==> src/rtl/spi_shf_pkg.sv <==
package spi_shf_pkg;
  typedef enum logic {
    EDGE_FALL = 1'b0,
    EDGE_RISE = 1'b1
  } sdo_edge_e;
endpackage

==> src/rtl/spi_shf_sync.sv <==
module spi_shf_sync #(
  parameter int unsigned     WIDTH   = 1,
  parameter int unsigned     STAGES  = 2,
  parameter logic [WIDTH-1:0] RST_VAL = '0
) (
  input  logic             clk_i,
  input  logic             rst_ni,
  input  logic [WIDTH-1:0] d_i,
  output logic [WIDTH-1:0] q_o
);
  for (genvar s = 0; s < STAGES; s++) begin : g_stage
    logic [WIDTH-1:0] q;
    if (s == 0) begin : g_first
      always_ff @(posedge clk_i or negedge rst_ni)
        if (!rst_ni) q <= RST_VAL;
        else         q <= d_i;
    end else begin : g_next
      always_ff @(posedge clk_i or negedge rst_ni)
        if (!rst_ni) q <= RST_VAL;
        else         q <= g_stage[s-1].q;
    end
  end

  assign q_o = g_stage[STAGES-1].q;
endmodule

==> src/rtl/spi_shf_edge.sv <==
module spi_shf_edge #(
  parameter logic RST_LVL = 1'b0
) (
  input  logic clk_i,
  input  logic rst_ni,
  input  logic level_i,
  output logic rise_o,
  output logic fall_o
);
  logic prev_q;

  always_ff @(posedge clk_i or negedge rst_ni)
    if (!rst_ni) prev_q <= RST_LVL;
    else         prev_q <= level_i;

  assign rise_o = level_i & ~prev_q;
  assign fall_o = ~level_i & prev_q;
endmodule

==> src/rtl/spi_shf_core.sv <==
module spi_shf_core
  import spi_shf_pkg::*;
#(
  parameter int unsigned WORD_W = 16
) (
  input  logic              clk_i,
  input  logic              rst_ni,
  input  logic              sel_i,
  input  logic              sck_rise_i,
  input  logic              sck_fall_i,
  input  logic              sdi_i,
  input  logic              cs_rise_i,
  input  logic              cs_fall_i,
  input  sdo_edge_e         edge_mode_i,
  output logic              sdo_o,
  output logic [WORD_W-1:0] word_o,
  output logic              word_valid_o
);
  localparam int unsigned CNT_W   = $clog2(WORD_W + 2);
  localparam logic [CNT_W-1:0] CNT_FULL = CNT_W'(WORD_W);
  localparam logic [CNT_W-1:0] CNT_OVER = CNT_W'(WORD_W + 1);

  logic [WORD_W-1:0] shreg_q, shreg_d;
  logic [CNT_W-1:0]  cnt_q;
  logic              sdo_q, valid_q;
  logic [WORD_W-1:0] word_q;
  logic              shift_en, fall_en, complete;

  assign shift_en = sel_i & sck_rise_i;
  assign fall_en  = sel_i & sck_fall_i;
  assign shreg_d  = {shreg_q[WORD_W-2:0], sdi_i};
  assign complete = cs_rise_i && (cnt_q == CNT_FULL);

  always_ff @(posedge clk_i or negedge rst_ni)
    if (!rst_ni)       shreg_q <= '0;
    else if (shift_en) shreg_q <= shreg_d;

  // saturate one past full so over-long frames stay invalid
  always_ff @(posedge clk_i or negedge rst_ni)
    if (!rst_ni)                            cnt_q <= '0;
    else if (cs_fall_i)                     cnt_q <= '0;
    else if (shift_en && cnt_q != CNT_OVER) cnt_q <= cnt_q + 1'b1;

  always_ff @(posedge clk_i or negedge rst_ni)
    if (!rst_ni) sdo_q <= 1'b0;
    else if (edge_mode_i == EDGE_RISE) begin
      if (shift_en) sdo_q <= shreg_d[WORD_W-1];
    end else begin
      if (fall_en)  sdo_q <= shreg_q[WORD_W-1];
    end

  always_ff @(posedge clk_i or negedge rst_ni)
    if (!rst_ni) begin
      valid_q <= 1'b0;
      word_q  <= '0;
    end else begin
      valid_q <= complete;
      if (complete) word_q <= shreg_q;
    end

  assign sdo_o        = sdo_q;
  assign word_o       = word_q;
  assign word_valid_o = valid_q;
endmodule

==> src/rtl/spi_word_shifter.sv <==
module spi_word_shifter
  import spi_shf_pkg::*;
#(
  parameter int unsigned WORD_W      = 16,
  parameter int unsigned SYNC_STAGES = 2
) (
  input  logic              clk_i,
  input  logic              rst_ni,
  input  logic              cs_ni,
  input  logic              sck_i,
  input  logic              sdi_i,
  input  logic              edge_mode_i,
  output logic              sdo_o,
  output logic [WORD_W-1:0] word_o,
  output logic              word_valid_o
);
  logic cs_s, sck_s, sdi_s;
  logic sck_rise, sck_fall, cs_rise, cs_fall;

  spi_shf_sync #(.WIDTH(3), .STAGES(SYNC_STAGES), .RST_VAL(3'b100)) u_sync (
    .clk_i (clk_i),
    .rst_ni(rst_ni),
    .d_i   ({cs_ni, sck_i, sdi_i}),
    .q_o   ({cs_s, sck_s, sdi_s})
  );

  spi_shf_edge #(.RST_LVL(1'b0)) u_sck_edge (
    .clk_i(clk_i), .rst_ni(rst_ni), .level_i(sck_s),
    .rise_o(sck_rise), .fall_o(sck_fall)
  );

  spi_shf_edge #(.RST_LVL(1'b1)) u_cs_edge (
    .clk_i(clk_i), .rst_ni(rst_ni), .level_i(cs_s),
    .rise_o(cs_rise), .fall_o(cs_fall)
  );

  spi_shf_core #(.WORD_W(WORD_W)) u_core (
    .clk_i       (clk_i),
    .rst_ni      (rst_ni),
    .sel_i       (~cs_s),
    .sck_rise_i  (sck_rise),
    .sck_fall_i  (sck_fall),
    .sdi_i       (sdi_s),
    .cs_rise_i   (cs_rise),
    .cs_fall_i   (cs_fall),
    .edge_mode_i (sdo_edge_e'(edge_mode_i)),
    .sdo_o       (sdo_o),
    .word_o      (word_o),
    .word_valid_o(word_valid_o)
  );
endmodule

==> config.mk <==
export PLATFORM = sky130hd
export DESIGN_NAME = spi_word_shifter
export DESIGN_NICKNAME = d
export VERILOG_FILES = /design/src/rtl/spi_shf_pkg.sv /design/src/rtl/spi_shf_sync.sv /design/src/rtl/spi_shf_edge.sv /design/src/rtl/spi_shf_core.sv /design/src/rtl/spi_word_shifter.sv
export SDC_FILE = /design/constraint.sdc
export NUM_CORES = 1
export LEC_CHECK = 0
export BUFFER_PORTS_ARGS = -buffer_cell sky130_fd_sc_hd__buf_2
export CAP_MARGIN = 15
export CELL_PAD_IN_SITES_DETAIL_PLACEMENT = 0
export CELL_PAD_IN_SITES_GLOBAL_PLACEMENT = 1
export CORE_MARGIN = 4
export CORE_UTILIZATION = 45
export CTS_BUF_LIST = sky130_fd_sc_hd__clkbuf_4
export DETAILED_ROUTE_END_ITERATION = 8
export GPL_TIMING_DRIVEN = 0
export PLACE_DENSITY_LB_ADDON = 0.1
export SETUP_SLACK_MARGIN = 0.3
export SKIP_CTS_REPAIR_TIMING = 1
export SYNTH_ARGS = -nofsm -noshare
export SYNTH_HDL_FRONTEND = slang
export SYNTH_HIERARCHICAL = 1
export SYNTH_SLANG_ARGS = --single-unit
export TNS_END_PERCENT = 50
==> constraint.sdc <==
create_clock -name clk_i -period 2.3 [get_ports clk_i]
set_clock_uncertainty 0.1 [all_clocks]
set_input_delay 0.115 -clock clk_i [delete_from_list [all_inputs] [get_ports clk_i]]
set_output_delay 0.115 -clock clk_i [all_outputs]
set_load 0.02 [all_outputs]
---- After elaboration in Yosys (flattened, before gate mapping) ----
Index checks and enable logic that the tools add are counted.
storage, ports and cells
  bits in latches ......................... 0
  ROM bits ................................ 0
  memories kept ........................... 0
  bits in registers ....................... 47
  RAM bits ................................ 0
cells by class
  shifts and indexed selects .............. 0
  $add $sub $neg .......................... 1
  bitwise gates (word level) .............. 10
  reductions and logical operators ........ 5
  equal/unequal tests ..................... 3
  mux-type cells .......................... 5
  divide/modulo/power cells ............... 0
  multipliers ............................. 0
  $lt $le $gt $ge ......................... 0
operators with widths
  operator                                                         number
  5-bit two-way mux                                                2
  1-bit AND                                                        6
  5-bit by 1-bit adder with 5-bit output, second input constant    1
  5-bit == test, second input constant                             1
  5-bit != test, second input constant                             1
  1-bit NOT                                                        4
  2-bit nonzero test                                               2
  1-bit two-way mux                                                3
  1-bit logical AND                                                2
  2-bit by 1-bit != test with 1-bit output, second input constant  1
  2-bit AND reduction                                              1

---- Logic depth before layout (Yosys ltp) ----
  depth in word-level cells ............... 6
  gate-level depth with buffers ........... 6

---- By module ----
The synthesis kept the hierarchy.
by module, submodules not included
  module                     cells each  seq. area each (um^2)  instances  area an instance (um^2)
  spi_shf_core               107         975.9                  1          1,644.1
  spi_shf_sync               6           152.6                  1          152.6
  spi_shf_edge (u_cs_edge)   3           26.3                   1          41.3
  spi_shf_edge (u_sck_edge)  3           25.0                   1          40.0
  spi_word_shifter           1           0.0                    1          3.8

---- Worst setup path after synthesis ----
OpenSTA, ideal clock, no wires.
  kind .................................... register to register
  from .................................... register u_sync.g_stage[1].q[2] (netlist: u_sync/q_o[2])
  to ...................................... register u_core.word_q[10] (netlist: u_core/word_o[10])
  required time ........................... 2.075 ns
  setup slack ............................. 0.680 ns
  period minus slack after synthesis ...... 1.620 ns
  path buffers ............................ 2
  library setup time ...................... 0.125 ns
  arrival ................................. 1.395 ns
  cell stages (with the launch flop) ...... 6
  cell sequence ........................... dfstp_2 -> nor2b_1 -> and4_4 -> buf_6 -> buf_12 -> mux2_4
between the ends
  longest elaborated chain between the ends .. 2
ends and longest elaborated chain
  what                    line                    text
  from (decl)             spi_shf_sync.sv:12      logic [WIDTH-1:0] q;
  from (signal assigned)  spi_shf_sync.sv:20      else q <= g_stage[s-1].q;
  1-bit AND               spi_shf_edge.sv:16      assign rise_o = level_i & ~prev_q;
  net cs_rise             spi_word_shifter.sv:18  logic sck_rise, sck_fall, cs_rise, cs_fall;
  1-bit logical AND       spi_shf_core.sv:32      assign complete = cs_rise_i && (cnt_q == CNT_FULL);
  net u_core.complete     spi_shf_core.sv:27      logic shift_en, fall_en, complete;
  to (signal assigned)    spi_shf_core.sv:58      if (complete) word_q <= shreg_q;
  to (decl)               spi_shf_core.sv:26      logic [WORD_W-1:0] word_q;
The timed path passes the listed nets, and every way through them passes these cells.
A chain may end at the register's enable or synchronous reset.

---- Worst setup path in the final report ----
  from .................................... register u_sync.g_stage[1].q[2] (netlist: u_sync/q_o[2])
  to ...................................... register u_core.word_q[4] (netlist: u_core/word_o[4])
The elaborated chain is that of the path after synthesis.

==> flow_summary.toml <==
[clock_network]
cts_tree = "built"
clk_path_buf_depth = 2
numClockSinks = 47
clk_latency_ps = 350
htreeDepth = 2
cts-root-buf = "clkbuf_4"
path_clk_slew_ps = 120
numCtsBuffers = 5

[cells_and_area]
drive_gt1_share_pct = 50.3
design_area_um2 = 2180
finalNetCount = 163
area_growth_pct = 16.0
diodes = 0

[yosys]
synthCells = 120
synth_top_cell_by_area = "dfrtp_1"
synth_cell_types = 22
syn_nets = 129
netlist_area_um2 = 1880
synth_top_cell_area_share_pct = 58.5
yosys_register_bits = 47
yosys_warnings = 6
post_synth.cell_area_avg_um2 = 15.7
synth_area_leaders = "dfrtp_1 (59%), mux2_2 (16%), mux2_4 (7.2%)"
seq_area_frac_synth_pct = 62.7

[detailed_routing]
vias_per_cell = 5.00
dr.max_layer_used = "met4"
drtPass1Iterations = 4
vias = 1026
drc = 0
drt-initial-drc-count = 25
routedWlPerCell_um = 13.9
drt-met1-wl_um = 1310
ant_nets = 0
met2_length_um = 1360
routed-wl-met3_um = 135
wirelength_um = 2850

[floorplanning]
fp.dieW_um = 72.7
ios = 24
core_area_um2 = 4030
die_area_um2 = 5280
initial_core_util_pct = 46.7
die_h_um = 72.7
core.rowCount = 23

[worst_setup_path]
worstPathMaxFanout = 10
max_stage_delay_ps = 560
end_kind = "flip-flop"
start_kind = "flip-flop"
crit_slowest_cell = "dfstp_2"
crit_type = "reg -> reg"
worstPathArrival_ps = 1880
cp_num_buf_inv = 2
cp.required_ps = 2440
cpLargestDelayFamily = "flip-flops"
path_cells = "nor2b_1, and4_4, buf_6, buf_12, mux2_4"

[timing]
slew_headroom_pct = 32.9
period_minus_slack_ps = 1740
final-hold-violation-count = 0
finalMaxSlewViolations = 0
setup_viol_count_final = 0
rsz0062_at_grt = "no"
fin_setup_tns_ps = 0
fin_crit_sh_pct = 75.8
worst_slew_pin_slew_ps = 1010
postLayoutSetupSlackWorst_ps = 557
fmax_mhz = 574

[placement]
dpl_cell_area_um2 = 2060
dpl_worst_slack_ps = 565
dp_hpwl_um = 1940
place.gp.congestion = 0.787
io_buffer_count = 23

[global_route]
grt_pass1_wl_um = 4820
antenna_found_initial = 0
grt_overflow = 0
grt_start_max_net_pins = 48
grt_use_total_pct = 12.1
grt_pass1_vias = 1028

[pwr]
ir_drop_uv = 404
finalPower_mw = 1.61
p_leak_nw = 1.11
power_density_nw_per_um2 = 736

[hold_path]
hp-class = "in -> reg"

[status]
status = "completed"

[run]
maxCapViolCount = 0
layout by cell type, fill, tap and decap left out:
cell,count
buf_6,1
bufinv_16,1
dfrtp_1,44
nor2_1,4
nand2_1,4
mux2i_1,2
dlygate4sd3_1,4
dfstp_2,3
clkbuf_4,7
nor2b_1,4
buf_12,1
buf_2,23
and2b_2,2
nor2_2,1
mux2_2,27
a21oi_1,1
a32o_1,1
ha_1,3
nand4_1,2
a31oi_1,2
buf_4,2
inv_1,4
and4_4,1
mux2_4,9
nor3b_1,1
and2_1,1
through the flow:
| stage | cells | utilization (%) | hold slack (ps) |
|---|---|---|---|
| after floorplan | 120 | - | -281 |
| after global placement | 193 | 51.1 | 120 |
| after detailed placement | 193 | 51.1 | 121 |
| after CTS | 201 | 53.2 | -268 |
| after global routing | 205 | 54.2 | 22.7 |
| final | 205 | 54.2 | 51.4 |
synthesized netlist by cell type:
library cell,instances
dfrtp_1,44
mux2_2,27
mux2_4,9
inv_1,4
nand2_1,4
nor2_1,4
nor2b_1,4
dfstp_2,3
ha_1,3
a31oi_1,2
and2b_2,2
buf_4,2
mux2i_1,2
nand4_1,2
a21oi_1,1
a32o_1,1
and2_1,1
and4_4,1
buf_12,1
buf_6,1
nor2_2,1
nor3b_1,1
worst paths after layout:
path	from	to	slack (ps)	cells past startpoint
setup reg to reg	u_sync/q_o[2]$_DFF_PN1_	u_core/word_o[4]$_DFFE_PN0P_	560	5
max in group asynchronous	rst_ni	u_core/word_o[6]$_DFFE_PN0P_	1120	2
hold reg to reg	u_sync/g_stage[0].q[2]$_DFF_PN1_	u_sync/q_o[2]$_DFF_PN1_	260	0
min in group asynchronous	rst_ni	u_core/cnt_q[3]$_DFFE_PN0P_	360	2
hold / removal	edge_mode_i	u_core/sdo_o$_DFFE_PN0P_	50	3
setup / recovery	u_sync/q_o[2]$_DFF_PN1_	u_core/word_o[4]$_DFFE_PN0P_	560	5
sequential cells by signal, indices dropped and copies added (netlist names):
| signal | cells |
|---|---|
| u_core/cnt_q | 5 |
| u_core/shreg_q | 16 |
| u_core/sdo_o | 1 |
| u_sync/q_o | 3 |
| u_core/word_valid_o | 1 |
| u_cs_edge/prev_q | 1 |
| u_sync/g_stage.q | 3 |
| u_sck_edge/prev_q | 1 |
| u_core/word_o | 16 |
layer usage:
layer | vias to the layer above | track usage (%)
met3 | 6 | 4.27
li1 | 480 | -
met4 | 0 | 4.92
met5 | - | 0
met2 | 27 | 17.9
met1 | 513 | 16.1
area by class of cell:
type,count,area [um2]
Fill cell,345,1850
Sequential cell,47,1180
Multi-Input combinational cell,65,641
Timing Repair Buffer,27,155
Tap cell,50,62.6
Clock buffer,7,52.6
Buffer,4,46.3
Clock inverter,1,30.0
Inverter,4,15.0
report_power, final:
group / internal (mW) / switching (mW) / leakage (nW)
registers: 0.910 / 0.0556 / 0.619
logic: 0.0824 / 0.0605 / 0.442
clock network: 0.254 / 0.243 / 0.0463
total: 1.25 / 0.359 / 1.11
cells by family (layout without fill, tap and decap cells):
logic type               count (synthesis)  after routing  synth area share (%)
multiplexers                            38             38                  24.4
AND/OR/NAND/NOR                         20             20                  6.18
buffers and inverters                    8             43                  3.26
AO/OA/AOI/OAI                            4              4                  1.46
adder cells (fa/ha/maj)                  3              3                  1.99
flip-flops                              47             47                  62.7
worst register-to-register path: stages, from the launching register on:
cell	delay, ps
dfstp_2	560
nor2b_1	150
and4_4	230
buf_6	140
buf_12	150
mux2_4	300
Note: power is estimated with default switching activity, not from simulation.
